--- src/rtl/xbus_pkg.sv ---
package xbus_pkg;

    typedef enum logic [2:0] {
        ST_IDLE,
        ST_ACTIVE,
        ST_HOLD,
        ST_DONE,
        ST_FAULT
    } xbus_state_e;

    typedef struct packed {
        logic write;
        logic word;
        logic fast;
        logic alt;
        logic narrow;
    } xbus_attr_t;

endpackage

--- src/rtl/xbus_lane_map.sv ---
module xbus_lane_map #(
    parameter int DW = 16
) (
    input  logic          word,
    input  logic          narrow,
    input  logic          beat,
    input  logic          addr0,
    input  logic [DW-1:0] wdata,
    output logic          use_hi,
    output logic          use_lo,
    output logic [DW-1:0] lane_out
);
    localparam int LW = DW / 2;

    always_comb begin
        use_hi   = !narrow && (word || !addr0);
        use_lo   = !narrow && (word || addr0);
        lane_out = '0;
        if (narrow) begin
            // 8-bit bus: every byte rides the lower lane
            if (word && !beat) begin
                lane_out[LW-1:0] = wdata[DW-1:LW];
            end else begin
                lane_out[LW-1:0] = wdata[LW-1:0];
            end
        end else if (word) begin
            lane_out = wdata;
        end else if (addr0) begin
            lane_out[LW-1:0] = wdata[LW-1:0];
        end else begin
            lane_out[DW-1:LW] = wdata[LW-1:0];
        end
    end

endmodule

--- src/rtl/xbus_stretch_timer.sv ---
module xbus_stretch_timer #(
    parameter int SW = 2
) (
    input  logic          clk,
    input  logic          rst_n,
    input  logic          load,
    input  logic          bypass,
    input  logic [SW-1:0] stretch,
    input  logic          run,
    output logic          expired
);
    logic [SW-1:0] cnt_q;

    always_ff @(posedge clk or negedge rst_n) begin
        if (!rst_n) begin
            cnt_q <= '0;
        end else if (load) begin
            cnt_q <= bypass ? '0 : stretch;
        end else if (run && (cnt_q != '0)) begin
            cnt_q <= cnt_q - 1'b1;
        end
    end

    assign expired = (cnt_q == '0);

endmodule

--- src/rtl/xbus_read_merge.sv ---
module xbus_read_merge #(
    parameter int DW = 16
) (
    input  logic          clk,
    input  logic          rst_n,
    input  logic          clear,
    input  logic          capture,
    input  logic          word,
    input  logic          narrow,
    input  logic          beat,
    input  logic          addr0,
    input  logic [DW-1:0] din,
    output logic [DW-1:0] rdata
);
    localparam int LW = DW / 2;

    always_ff @(posedge clk or negedge rst_n) begin
        if (!rst_n) begin
            rdata <= '0;
        end else if (clear) begin
            rdata <= '0;
        end else if (capture) begin
            if (narrow) begin
                if (word && !beat) begin
                    rdata[DW-1:LW] <= din[LW-1:0];
                end else begin
                    rdata[LW-1:0] <= din[LW-1:0];
                end
            end else if (word) begin
                rdata <= din;
            end else begin
                rdata <= {{LW{1'b0}}, (addr0 ? din[LW-1:0] : din[DW-1:LW])};
            end
        end
    end

endmodule

--- src/rtl/xbus_lane_ctrl.sv ---
module xbus_lane_ctrl
    import xbus_pkg::*;
#(
    parameter int AW = 16,
    parameter int DW = 16,
    parameter int SW = 2
) (
    input  logic          clk,
    input  logic          rst_n,
    input  logic          req_valid,
    input  logic          req_write,
    input  logic          req_word,
    input  logic          req_fast,
    input  logic [AW-1:0] req_addr,
    input  logic [DW-1:0] req_wdata,
    input  logic          cfg_alt,
    input  logic          cfg_narrow,
    input  logic [SW-1:0] cfg_stretch,
    input  logic          ext_wait,
    output logic [AW-1:0] bus_addr,
    output logic [DW-1:0] bus_dout,
    output logic          bus_doe,
    input  logic [DW-1:0] bus_din,
    output logic          bus_active,
    output logic          rd_n,
    output logic          wr_n,
    output logic          hi_sel_n,
    output logic          lo_sel_n,
    output logic          odd_lane_n,
    output logic          dir_rd,
    output logic          resp_ready,
    output logic          resp_err,
    output logic [DW-1:0] resp_rdata
);

    xbus_state_e   state_q, state_d;
    xbus_attr_t    attr_q;
    logic [AW-1:0] addr_q;
    logic [DW-1:0] wdata_q;
    logic [SW-1:0] stretch_q;
    logic          beat_q;

    logic          accept, misalign, beat_end, split, next_beat, capture;
    logic          tmr_load, tmr_bypass, tmr_run, expired;
    logic [SW-1:0] tmr_stretch;
    logic          use_hi, use_lo;
    logic [DW-1:0] lane_out;
    logic [AW-1:0] beat_addr;

    assign accept    = (state_q == ST_IDLE) && req_valid;
    assign misalign  = req_word && req_addr[0];
    assign beat_end  = ((state_q == ST_ACTIVE) && expired && (attr_q.fast || !ext_wait))
                     || ((state_q == ST_HOLD) && !ext_wait);
    assign split     = attr_q.narrow && attr_q.word && !beat_q;
    assign next_beat = beat_end && split;
    assign capture   = beat_end && !attr_q.write;
    assign beat_addr = {addr_q[AW-1:1], addr_q[0] | beat_q};

    assign tmr_load    = (accept && !misalign) || next_beat;
    assign tmr_bypass  = accept ? req_fast : attr_q.fast;
    assign tmr_stretch = accept ? cfg_stretch : stretch_q;
    assign tmr_run     = (state_q == ST_ACTIVE);

    xbus_stretch_timer #(.SW(SW)) u_timer (
        .clk     (clk),
        .rst_n   (rst_n),
        .load    (tmr_load),
        .bypass  (tmr_bypass),
        .stretch (tmr_stretch),
        .run     (tmr_run),
        .expired (expired)
    );

    xbus_lane_map #(.DW(DW)) u_lanes (
        .word     (attr_q.word),
        .narrow   (attr_q.narrow),
        .beat     (beat_q),
        .addr0    (beat_addr[0]),
        .wdata    (wdata_q),
        .use_hi   (use_hi),
        .use_lo   (use_lo),
        .lane_out (lane_out)
    );

    xbus_read_merge #(.DW(DW)) u_merge (
        .clk     (clk),
        .rst_n   (rst_n),
        .clear   (accept),
        .capture (capture),
        .word    (attr_q.word),
        .narrow  (attr_q.narrow),
        .beat    (beat_q),
        .addr0   (beat_addr[0]),
        .din     (bus_din),
        .rdata   (resp_rdata)
    );

    // request capture and beat tracking
    always_ff @(posedge clk or negedge rst_n) begin
        if (!rst_n) begin
            attr_q    <= '0;
            addr_q    <= '0;
            wdata_q   <= '0;
            stretch_q <= '0;
            beat_q    <= 1'b0;
        end else if (accept) begin
            attr_q.write  <= req_write;
            attr_q.word   <= req_word;
            attr_q.fast   <= req_fast;
            attr_q.alt    <= cfg_alt;
            attr_q.narrow <= cfg_narrow;
            addr_q        <= req_addr;
            wdata_q       <= req_wdata;
            stretch_q     <= cfg_stretch;
            beat_q        <= 1'b0;
        end else if (next_beat) begin
            beat_q <= 1'b1;
        end
    end

    // state register
    always_ff @(posedge clk or negedge rst_n) begin
        if (!rst_n) begin
            state_q <= ST_IDLE;
        end else begin
            state_q <= state_d;
        end
    end

    // next state
    always_comb begin
        state_d = state_q;
        unique case (state_q)
            ST_IDLE: begin
                if (req_valid) begin
                    state_d = misalign ? ST_FAULT : ST_ACTIVE;
                end
            end
            ST_ACTIVE: begin
                if (!expired) begin
                    state_d = ST_ACTIVE;
                end else if (!attr_q.fast && ext_wait) begin
                    state_d = ST_HOLD;
                end else begin
                    state_d = split ? ST_ACTIVE : ST_DONE;
                end
            end
            ST_HOLD: begin
                if (!ext_wait) begin
                    state_d = split ? ST_ACTIVE : ST_DONE;
                end
            end
            ST_DONE:  state_d = ST_IDLE;
            ST_FAULT: state_d = ST_IDLE;
            default:  state_d = ST_IDLE;
        endcase
    end

    // outputs
    always_comb begin
        bus_addr   = beat_addr;
        bus_dout   = '0;
        bus_doe    = 1'b0;
        bus_active = 1'b0;
        rd_n       = 1'b1;
        wr_n       = 1'b1;
        hi_sel_n   = 1'b1;
        lo_sel_n   = 1'b1;
        odd_lane_n = 1'b1;
        dir_rd     = 1'b1;
        resp_ready = 1'b0;
        resp_err   = 1'b0;
        unique case (state_q)
            ST_ACTIVE, ST_HOLD: begin
                bus_active = 1'b1;
                bus_doe    = attr_q.write;
                bus_dout   = attr_q.write ? lane_out : '0;
                if (attr_q.alt) begin
                    odd_lane_n = !use_lo;
                    dir_rd     = !attr_q.write;
                end else begin
                    rd_n     = attr_q.write;
                    wr_n     = !attr_q.write;
                    hi_sel_n = !use_hi;
                    lo_sel_n = !use_lo;
                end
            end
            ST_DONE:  resp_ready = 1'b1;
            ST_FAULT: resp_err   = 1'b1;
            default: ;
        endcase
    end

endmodule

--- config.mk ---
export PLATFORM = sky130hd
export DESIGN_NAME = xbus_lane_ctrl
export DESIGN_NICKNAME = d
export VERILOG_FILES = /design/src/rtl/xbus_pkg.sv /design/src/rtl/xbus_lane_map.sv /design/src/rtl/xbus_stretch_timer.sv /design/src/rtl/xbus_read_merge.sv /design/src/rtl/xbus_lane_ctrl.sv
export SDC_FILE = /design/constraint.sdc
export NUM_CORES = 1
export LEC_CHECK = 0
export CAP_MARGIN = 0
export CELL_PAD_IN_SITES_DETAIL_PLACEMENT = 0
export CELL_PAD_IN_SITES_GLOBAL_PLACEMENT = 1
export CORE_MARGIN = 4
export CORE_UTILIZATION = 35
export CTS_CLUSTER_DIAMETER = 50
export DETAILED_ROUTE_END_ITERATION = 7
export DONT_BUFFER_PORTS = 1
export PLACE_DENSITY = 0.68
export SETUP_SLACK_MARGIN = 0.05
export SLEW_MARGIN = 20
export SYNTH_ARGS = -nofsm -noshare
export SYNTH_HDL_FRONTEND = slang
export SYNTH_HIERARCHICAL = 1
export SYNTH_SLANG_ARGS = --single-unit
--- constraint.sdc ---
create_clock -name clk -period 2.03 [get_ports clk]
set_input_delay 0 -clock clk [delete_from_list [all_inputs] [get_ports clk]]
set_output_delay 0 -clock clk [all_outputs]
set_load 0.01 [all_outputs]
==> out/results.txt, run 1 <==
CTS Sinks - 61
Vias - 2563
Final Setup Violations - 0
Top FF cell, synth - dfrtp_1
Nets@finish - 437
Hold Crit Class - in -> reg
DRT iter0 DRCs - 179
Max Freq - 521 MHz
Async set-reset flop share out of synthesis - 100%
Wire length per cell - 16.5 microns
DRC errors left - 0
WL final - 8.47 mm
Most frequent cells in the layout - 59 x dfrtp_1, 58 x dlygate4sd3_1, 31 x mux2_2
Hold_sp - ext_wait
Final Cycle Share - 94.5%
Skew-Pair Late Insertion Delay - 0.33 ns
R2R cell count - 7
Port buffer count - 0
Layout cell share with drive strength beyond 1 - 24.9%
Io pins - 117
Seq/Total Area, Yosys - 44.0%
Global Route Usage Sum - 14.6%
First-pass DRT Iterations - 5
R2R Path End - u_timer/cnt_q[0]
HPWL after DPL - 5.64 mm
Crit path max fanout - 6
Critical Path Start Type - register
Synthesized cell area - 0.00347 sq mm
Vias in the first global route - 2515
R2R Path Start - u_timer/cnt_q[0]
P per Cell Area - 1500 mW/mm^2
LEAKAGE - 1.87 nW
Initial antenna violation count - 0
Number of synthesis warnings - 6
N_diodes - 0
Cell count after synthesis - 319
CTS Root Cell - clkbuf_8
Placed cell areas - 0.00353 sq mm
Pwr Total - 0.00657 W
Clk_skew - 0.0128 ns
Worst R2R Setup Slack - 0.11 ns
Starting Density - 35.6%
Die ar. - 0.0116 sq mm
Slew Limit Headroom - 70.4%
Cell Rows - 36
Fin. Hold Viols - 0
Number of synthesized flops with an enable pin - 0
Maximum root-to-sink buffer count - 2
Hold depth - 3
WHS Endpoint - beat_q
Max cap viols - 0
Num CTS Buffers - 9
Setup CP Type - reg -> reg
Fin area - 0.00439 sq mm
Final worst slack - 0.112 ns
Arrival @ worst endpoint - 2.18 ns
Core Box Area - 0.00973 sq mm
Global placement routability congestion - 0.790
Max Slew Vio Count - 0
First-pass GRT wire length - 13.1 mm
Yosys reg bits - 61
Outcome - finished clean
Vias per cell - 4.99
Die Span Y - 108 microns
CTS tree - done
Syn_nets - 379
Pin count of the biggest net entering global routing - 62
Syn Area/Cell - 10.9 sq um
Layout fillers - 937
Grt total ovfl - 0
Final Non-Filler Cells - 514
Max H-tree Level - 3
Clk pin slew, worst setup/hold paths - 0.08 ns
Commonest non-fill, non-tap cell in the layout - dfrtp_1
Routed Antenna Nets - 0
WP data required - 2.29 ns
Least-Margin Pin Slew - 0.442 ns
Peak VDD IR - 0.707 mV
P&R area growth vs syn - 26.4%
Placed cells - 434
Unrepaired setup endpoints after global routing - yes
Netlist cell types - 47
Die Width - 108 microns
Final min period - 1.92 ns
Worst setup EP type - register
Worst slack at placement - -0.0543 ns
==> Yosys cell counts (2+ instances only) <==
cell      count  area, sq um
a21oi_2       2         17.5
a21oi_1      11         55.1
and2b_1       2         15.0
nand2b_1      5         31.3
inv_1        24         90.1
o21ai_2       2         17.5
and2_1       17          106
nor2b_1       4         25.0
o21ai_0       8         40.0
a22oi_1       6         45.0
or3b_2        2         17.5
buf_4        16          120
nor3_1        2         10.0
nand3b_1      8         60.1
mux2_1        6         67.6
nand2_1      24         90.1
a222oi_1      8         80.1
buf_2         6         30.0
or3b_1        6         52.6
o21ai_1       8         40.0
mux2_2       31          349
dfrtp_1      61         1530
or4b_1        2         20.0
buf_6         8         90.1
mux2_4       10          150
nor2_1       11         41.3
a31oi_1       2         12.5
mux2i_1       8         80.1
==> worst max path at each step <==
stage,startpoint,to,cells after the start
after global routing,u_timer/cnt_q[0],u_timer/cnt_q[0],7
final,u_timer/cnt_q[0],u_timer/cnt_q[0],7
after global placement,u_timer/cnt_q[0],u_timer/cnt_q[0],7
after detailed placement,u_timer/cnt_q[0],u_timer/cnt_q[0],7
after floorplan,u_timer/cnt_q[0],u_timer/cnt_q[0],7
after CTS,attr_q[3],bus_dout[7],4
==> what timing repair did <==
| action | CTS | global route |
|---|---|---|
| hold endpoints to repair | 121 | 0 |
| buffers inserted | 0 | 6 |
| setup endpoints to repair | 12 | 26 |
| gates cloned | 0 | 0 |
| hold buffers | 59 | 0 |
| pin swaps | 0 | 4 |
| gates resized for setup | 3 | 7 |
==> registers in the layout, indices dropped and copies added (netlist names) <==
signal and flops:
stretch_q 2, addr_q 16, state_q 3, u_merge/rdata 16, u_timer/cnt_q 2, wdata_q 16, beat_q 1, attr_q 5
==> per-layer routing <==
layer	track usage, %	routed length, microns	vias to the layer above
met5	0	0	-
met4	4.96	111	0
met3	4.98	653	11
met2	23.8	4240	97
met1	17.9	3470	1242
li1	-	-	1213
==> critical path, cell delays in order (launching register included) <==
cell      delay, ns
dfrtp_1        0.36
inv_1          0.05
ha_1           0.19
and2b_1        0.19
a31oi_4        0.19
o21ai_1        0.18
or4b_1         0.58
o211ai_2       0.10
==> area by class of cell <==
type | instances | area, sq um | share of cell area [%]
Timing Repair Buffer | 78 | 788 | 18.0
Clock inverter | 5 | 36.3 | 0.827
Sequential cell | 61 | 1530 | 34.9
Tap cell | 133 | 166 | 3.79
Multi-Input combinational cell | 203 | 1640 | 37.3
Inverter | 24 | 90.1 | 2.05
Clock buffer | 10 | 138 | 3.14
==> power breakdown <==
group	leakage [nW]	internal [W]	switching [W]
clock network	0.0808	0.000471	0.000490
logic	1.05	0.00160	0.00157
registers	0.744	0.00180	0.000631
total	1.87	0.00388	0.00269
==> per-stage QoR <==
stage | utilization (%) | hold WS [ns] | setup TNS (ns)
final | 45.1 | 0.00989 | 0
after detailed placement | 36.2 | -0.294 | -0.0772
after floorplan | - | -0.296 | 0
after global placement | 36.2 | -0.294 | 0
after global routing | 45.1 | 0.0111 | 0
after CTS | 44.4 | 0.00275 | 0
==> kinds of logic (layout without fill, tap and decap cells) <==
family | Yosys count | in the layout | synth area share (%)
fa+ha+maj | 1 | 1 | 0.361
compound gates | 53 | 53 | 10.6
simple gates | 93 | 93 | 16.5
mux | 55 | 55 | 18.7
xor+xnor | 1 | 1 | 0.253
buf+inv | 55 | 117 | 9.63
flops | 61 | 61 | 44.0
Power figures use the tool's default switching activity.
==> inputs of run 2 (changes only) <==
--- a/config.mk
+++ b/config.mk
@@ -13,7 +13,7 @@
 export CTS_CLUSTER_DIAMETER = 50
 export DETAILED_ROUTE_END_ITERATION = 7
 export DONT_BUFFER_PORTS = 1
-export PLACE_DENSITY = 0.68
+export PLACE_DENSITY = 0.66
 export SETUP_SLACK_MARGIN = 0.05
 export SLEW_MARGIN = 20
 export SYNTH_ARGS = -nofsm -noshare
==> constraint.sdc (replaced) <==
create_clock -name clk -period 1.8 [get_ports clk]
set_input_delay 0 -clock clk [delete_from_list [all_inputs] [get_ports clk]]
set_output_delay 0 -clock clk [all_outputs]
set_load 0.01 [all_outputs]
==> out/results.txt, run 2 (synthesis gave the netlist of run 1 again) <==
Outcome - finished with violations
Failing checks - negative setup slack
Die Span Y - 108 microns
Routed met3 length - 572 microns
Core Box Area - 0.00973 sq mm
Vias - 2692
Num CTS Buffers - 9
Max cap viols - 0
Peak VDD IR - 0.971 mV
Critical Path Start Type - register
Clk pin slew, worst setup/hold paths - 0.07 ns
Skew-Pair Late Insertion Delay - 0.34 ns
WL final - 9.86 mm
Met1 Routed Length - 4.53 mm
Wire length per cell - 18.0 microns
Vias in the first global route - 2780
LEAKAGE - 2.26 nW
Slowest cell delay on critical path - 0.35 ns
First-pass GRT wire length - 14.7 mm
Fin. Hold Viols - 0
Unrepaired setup endpoints after global routing - yes
DRT iter0 DRCs - 161
Max Freq - 544 MHz
Setup TNS - -0.144 ns
Final min period - 1.84 ns
Placed cells - 450
Layout cell share with drive strength beyond 1 - 40.0%
Final Non-Filler Cells - 548
Crit-path cells - inv_1 > ha_2 > and2b_2 > a31oi_4 > nor2_2 > a21oi_4 > buf_12 > mux2_2
Largest regs - addr_q x16, u_merge/rdata x16, wdata_q x16
Io pins - 117
Arrival @ worst endpoint - 2.07 ns
WP data required - 2.03 ns
Worst setup EP type - register
Worst slack at placement - -0.0952 ns
HPWL after DPL - 5.88 mm
Layout Utilization - 51.7%
Routed Antenna Nets - 0
P per Cell Area - 1800 mW/mm^2
First-pass DRT Iterations - 5
Final Cycle Share - 102%
CTS tree - done
DRC errors left - 0
Critical path buffers and inverters - 2
Grt total ovfl - 0
N_diodes - 0
Slew Limit Headroom - 71.4%
Initial antenna violation count - 0
Maximum root-to-sink buffer count - 2
Commonest non-fill, non-tap cell in the layout - dlygate4sd3_1
Max H-tree Level - 3
WL met2 - 4.61 mm
Cell Rows - 36
Pin count of the biggest net entering global routing - 62
Port buffer count - 0
P&R area growth vs syn - 45.1%
Die Width - 108 microns
Hold Crit Class - in -> reg
CTS Sinks - 61
Die ar. - 0.0116 sq mm
Max Slew Vio Count - 0
Final worst slack - -0.0372 ns
Nets@finish - 472
Top layer in use - met4
Final Setup Violations - 6
Worst path slowest cell - dfrtp_1
Global Route Usage Sum - 16.5%
Global placement routability congestion - 0.781
Vias per cell - 4.91
Clk_skew - 0.0101 ns
Most frequent cells in the layout - 58 x dlygate4sd3_1, 57 x dfrtp_1, 44 x mux2_4
Crit path max-delay family - compound AO/OA/AOI/OAI gates
Least-Margin Pin Slew - 0.428 ns
Crit path max fanout - 8
CTS Root Cell - clkbuf_8
Starting Density - 35.6%
Fin Hold WS - 0.0530 ns
Setup CP Type - reg -> reg
==> run 2: cell type report <==
class | instances | area [sq um]
fillers | 900 | 4700
clock inverters | 2 | 10.0
clock buffers | 12 | 155
inverters | 24 | 90.1
multi-input cells | 204 | 1900
well taps | 133 | 166
flip-flops and latches | 61 | 1530
repair buffers | 112 | 1180
==> run 2: where the power goes <==
part	switching, W	internal (W)	total [W]
registers	0.000731	0.00203	0.00277
logic	0.00224	0.00297	0.00521
clock network	0.000523	0.000555	0.00108
total	0.00350	0.00556	0.00905
==> run 2: worst paths after layout <==
path,startpoint,endpoint,slack [ns],cells past startpoint
max,u_timer/cnt_q[0],u_merge/rdata[11],-0.04,8
min,ext_wait,state_q[0],0.05,3
max reg2reg,u_timer/cnt_q[0],u_merge/rdata[11],-0.04,8
min reg2reg,stretch_q[0],stretch_q[0],0.50,1
max in group asynchronous,rst_n,attr_q[0],1.30,2
min in group asynchronous,rst_n,wdata_q[8],0.22,2
==> run 2: through the flow <==
step	area (sq um)	total power, W
2_1_floorplan	3520	0.00568
3_3_place_gp	3700	0.00637
3_5_place_dp	3700	0.00644
4_1_cts	4790	0.00858
5_1_grt	5030	0.00964
6_report	5030	0.00905
==> run 2: per-layer routing <==
metal,GRT usage [%],up-vias
li1,-,1283
met1,21.9,1301
met2,25.9,95
met3,4.08,13
met4,6.40,0
met5,0,-
==> run 2: what timing repair did <==
action                                  CTS  global route
buffers inserted                         13             6
endpoints found under the hold margin   122             0
pin swaps                                12            10
cloned                                    3             3
endpoints found under the setup margin   58            68
gates resized for setup                  54            33
hold buffers                             59             0
==> run 2: worst min-delay path, stage by stage <==
cell and delay, ns:
nand2b_1 0.09, o21bai_1 0.18, a221oi_1 0.08
==> inputs of run 3 (changes only) <==
--- a/config.mk
+++ b/config.mk
@@ -8,7 +8,6 @@
 export CAP_MARGIN = 0
 export CELL_PAD_IN_SITES_DETAIL_PLACEMENT = 0
 export CELL_PAD_IN_SITES_GLOBAL_PLACEMENT = 1
-export CORE_MARGIN = 4
 export CORE_UTILIZATION = 35
 export CTS_CLUSTER_DIAMETER = 50
 export DETAILED_ROUTE_END_ITERATION = 7
==> out/results.txt, run 3 (synthesis gave the netlist of run 1 again) <==
Fin. Hold Viols - 0
Arrival @ worst endpoint - 1.80 ns
P per Cell Area - 1800 mW/mm^2
Clk pin slew, worst setup/hold paths - 0.07 ns
Layout Utilization - 54.5%
Max cap viols - 0
Peak VDD IR - 0.851 mV
Grt total ovfl - 0
Num CTS Buffers - 9
Unrepaired setup endpoints after global routing - yes
Outcome - finished clean
WHS Endpoint - u_merge/rdata[8]
R2R cell count - 7
Wire length per cell - 17.5 microns
Core Box Area - 0.00942 sq mm
WP data required - 1.80 ns
Final Cycle Share - 99.9%
CTS tree - done
Max Slew Vio Count - 0
Starting Density - 36.8%
Worst R2R Setup Slack - 0.002 ns
CTS Sinks - 61
Most frequent cells in the layout - 58 x dlygate4sd3_1, 57 x dfrtp_1, 39 x mux2_4
HPWL after DPL - 5.63 mm
Worst path most repeated cell - buf_4
Hold Crit Class - in -> reg
Hold_sp - bus_din[0]
Max Freq - 556 MHz
R2R Path End - u_timer/cnt_q[1]
Fin area - 0.00513 sq mm
Layout fillers - 813
LEAKAGE - 2.31 nW
Die Width - 102 microns
P&R area growth vs syn - 48.0%
Crit path max fanout - 8
Slowest cell delay on critical path - 0.46 ns
Pin count of the biggest net entering global routing - 62
Largest regs - addr_q x16, u_merge/rdata x16, wdata_q x16
Layout cell share with drive strength beyond 1 - 41.6%
Die ar. - 0.0103 sq mm
Setup CP Type - reg -> out
Clk_skew - 0.00652 ns
Final min period - 1.80 ns
Least-Margin Pin Slew - 0.487 ns
DRT iter0 DRCs - 116
Vias in the first global route - 2851
WL final - 9.64 mm
Cell Rows - 35
Placed cell areas - 0.00372 sq mm
Die Span Y - 102 microns
Routed Antenna Nets - 0
Global Route Usage Sum - 18.8%
Commonest non-fill, non-tap cell in the layout - dlygate4sd3_1
Worst setup EP type - output pin
First-pass DRT Iterations - 6
Global placement routability congestion - 0.759
Maximum root-to-sink buffer count - 2
Io pins - 117
Setup TNS - 0 ns
Final Setup Violations - 0
R2R Path Start - state_q[0]
Initial antenna violation count - 0
N_diodes - 0
Worst path slowest cell - dfrtp_2
Skew-Pair Late Insertion Delay - 0.34 ns
Crit-path cells - buf_4 > xnor2_4 > nor3b_2 > buf_4 > buf_8 > and2_4
Port buffer count - 0
Hold depth - 3
Vias per cell - 5.04
First-pass GRT wire length - 14.7 mm
Nets@finish - 478
CTS Root Cell - clkbuf_8
Critical Path Start Type - register
Max H-tree Level - 3
DRC errors left - 0
Slew Limit Headroom - 67.4%
Vias - 2771
[run 3: stage by stage]
| stage | setup slack, ns | std cells | total power (W) | hold slack [ns] |
|---|---|---|---|---|
| global route | -0.0587 | 550 | 0.00984 | 0.0162 |
| detailed placement | -0.0722 | 445 | 0.00648 | -0.294 |
| CTS | -0.0347 | 535 | 0.00867 | 0.00281 |
| finish | 0.00189 | 550 | 0.00923 | 0.0272 |
| floorplan | -0.0389 | 319 | 0.00568 | -0.296 |
| global placement | -0.0406 | 445 | 0.00639 | -0.294 |
[run 3: layer usage]
layer	global-route usage, %	routed length (microns)	vias to the layer above
met1	24.1	4320	1368
li1	-	-	1302
met5	0	0	-
met4	7.69	164	0
met2	30.9	4630	88
met3	3.93	527	13
[run 3: cell type report]
cell class                 count  area [sq um]  area share [%]
clock buffer                  12           155            3.02
timing repair buffer         117          1260            24.5
multi-input combinational    205          1930            37.5
clock inverter                 2          10.0           0.195
sequential                    61          1530            29.8
tap                          129           161            3.14
inverter                      24          90.1            1.76
[run 3: power breakdown]
group	switching, W	internal (W)	leakage, nW
Clock	0.000522	0.000555	0.0881
Sequential	0.000726	0.00204	0.741
Combinational	0.00232	0.00307	1.48
Total	0.00357	0.00566	2.31
[run 3: worst max path at each step]
stage / start / end / slack, ns / cells after the start
finish: state_q[1] / bus_dout[11] / 0.002 / 6
global route: state_q[0] / bus_dout[11] / -0.06 / 7
CTS: u_timer/cnt_q[1] / u_merge/rdata[10] / -0.03 / 8
detailed placement: u_timer/cnt_q[0] / u_timer/cnt_q[0] / -0.07 / 7
global placement: u_timer/cnt_q[0] / u_timer/cnt_q[0] / -0.04 / 7
floorplan: state_q[1] / u_timer/cnt_q[1] / -0.04 / 6
[run 3: timing repair]
| item | in CTS | in global routing |
|---|---|---|
| gates cloned | 4 | 2 |
| setup buffers | 13 | 14 |
| resized for setup | 57 | 37 |
| pin swaps | 16 | 20 |
| hold buffers | 59 | 0 |
| hold endpoints to repair | 120 | 0 |
| endpoints found under the setup margin | 50 | 66 |
[run 3: critical path, delay by kind of cell, from the launching register on]
family                    cells  cell delay [ns]
xor gates and xnor gates      1             0.15
buffers and inverters         3             0.51
DFF                           1             0.46
and+or+nand+nor               2             0.32
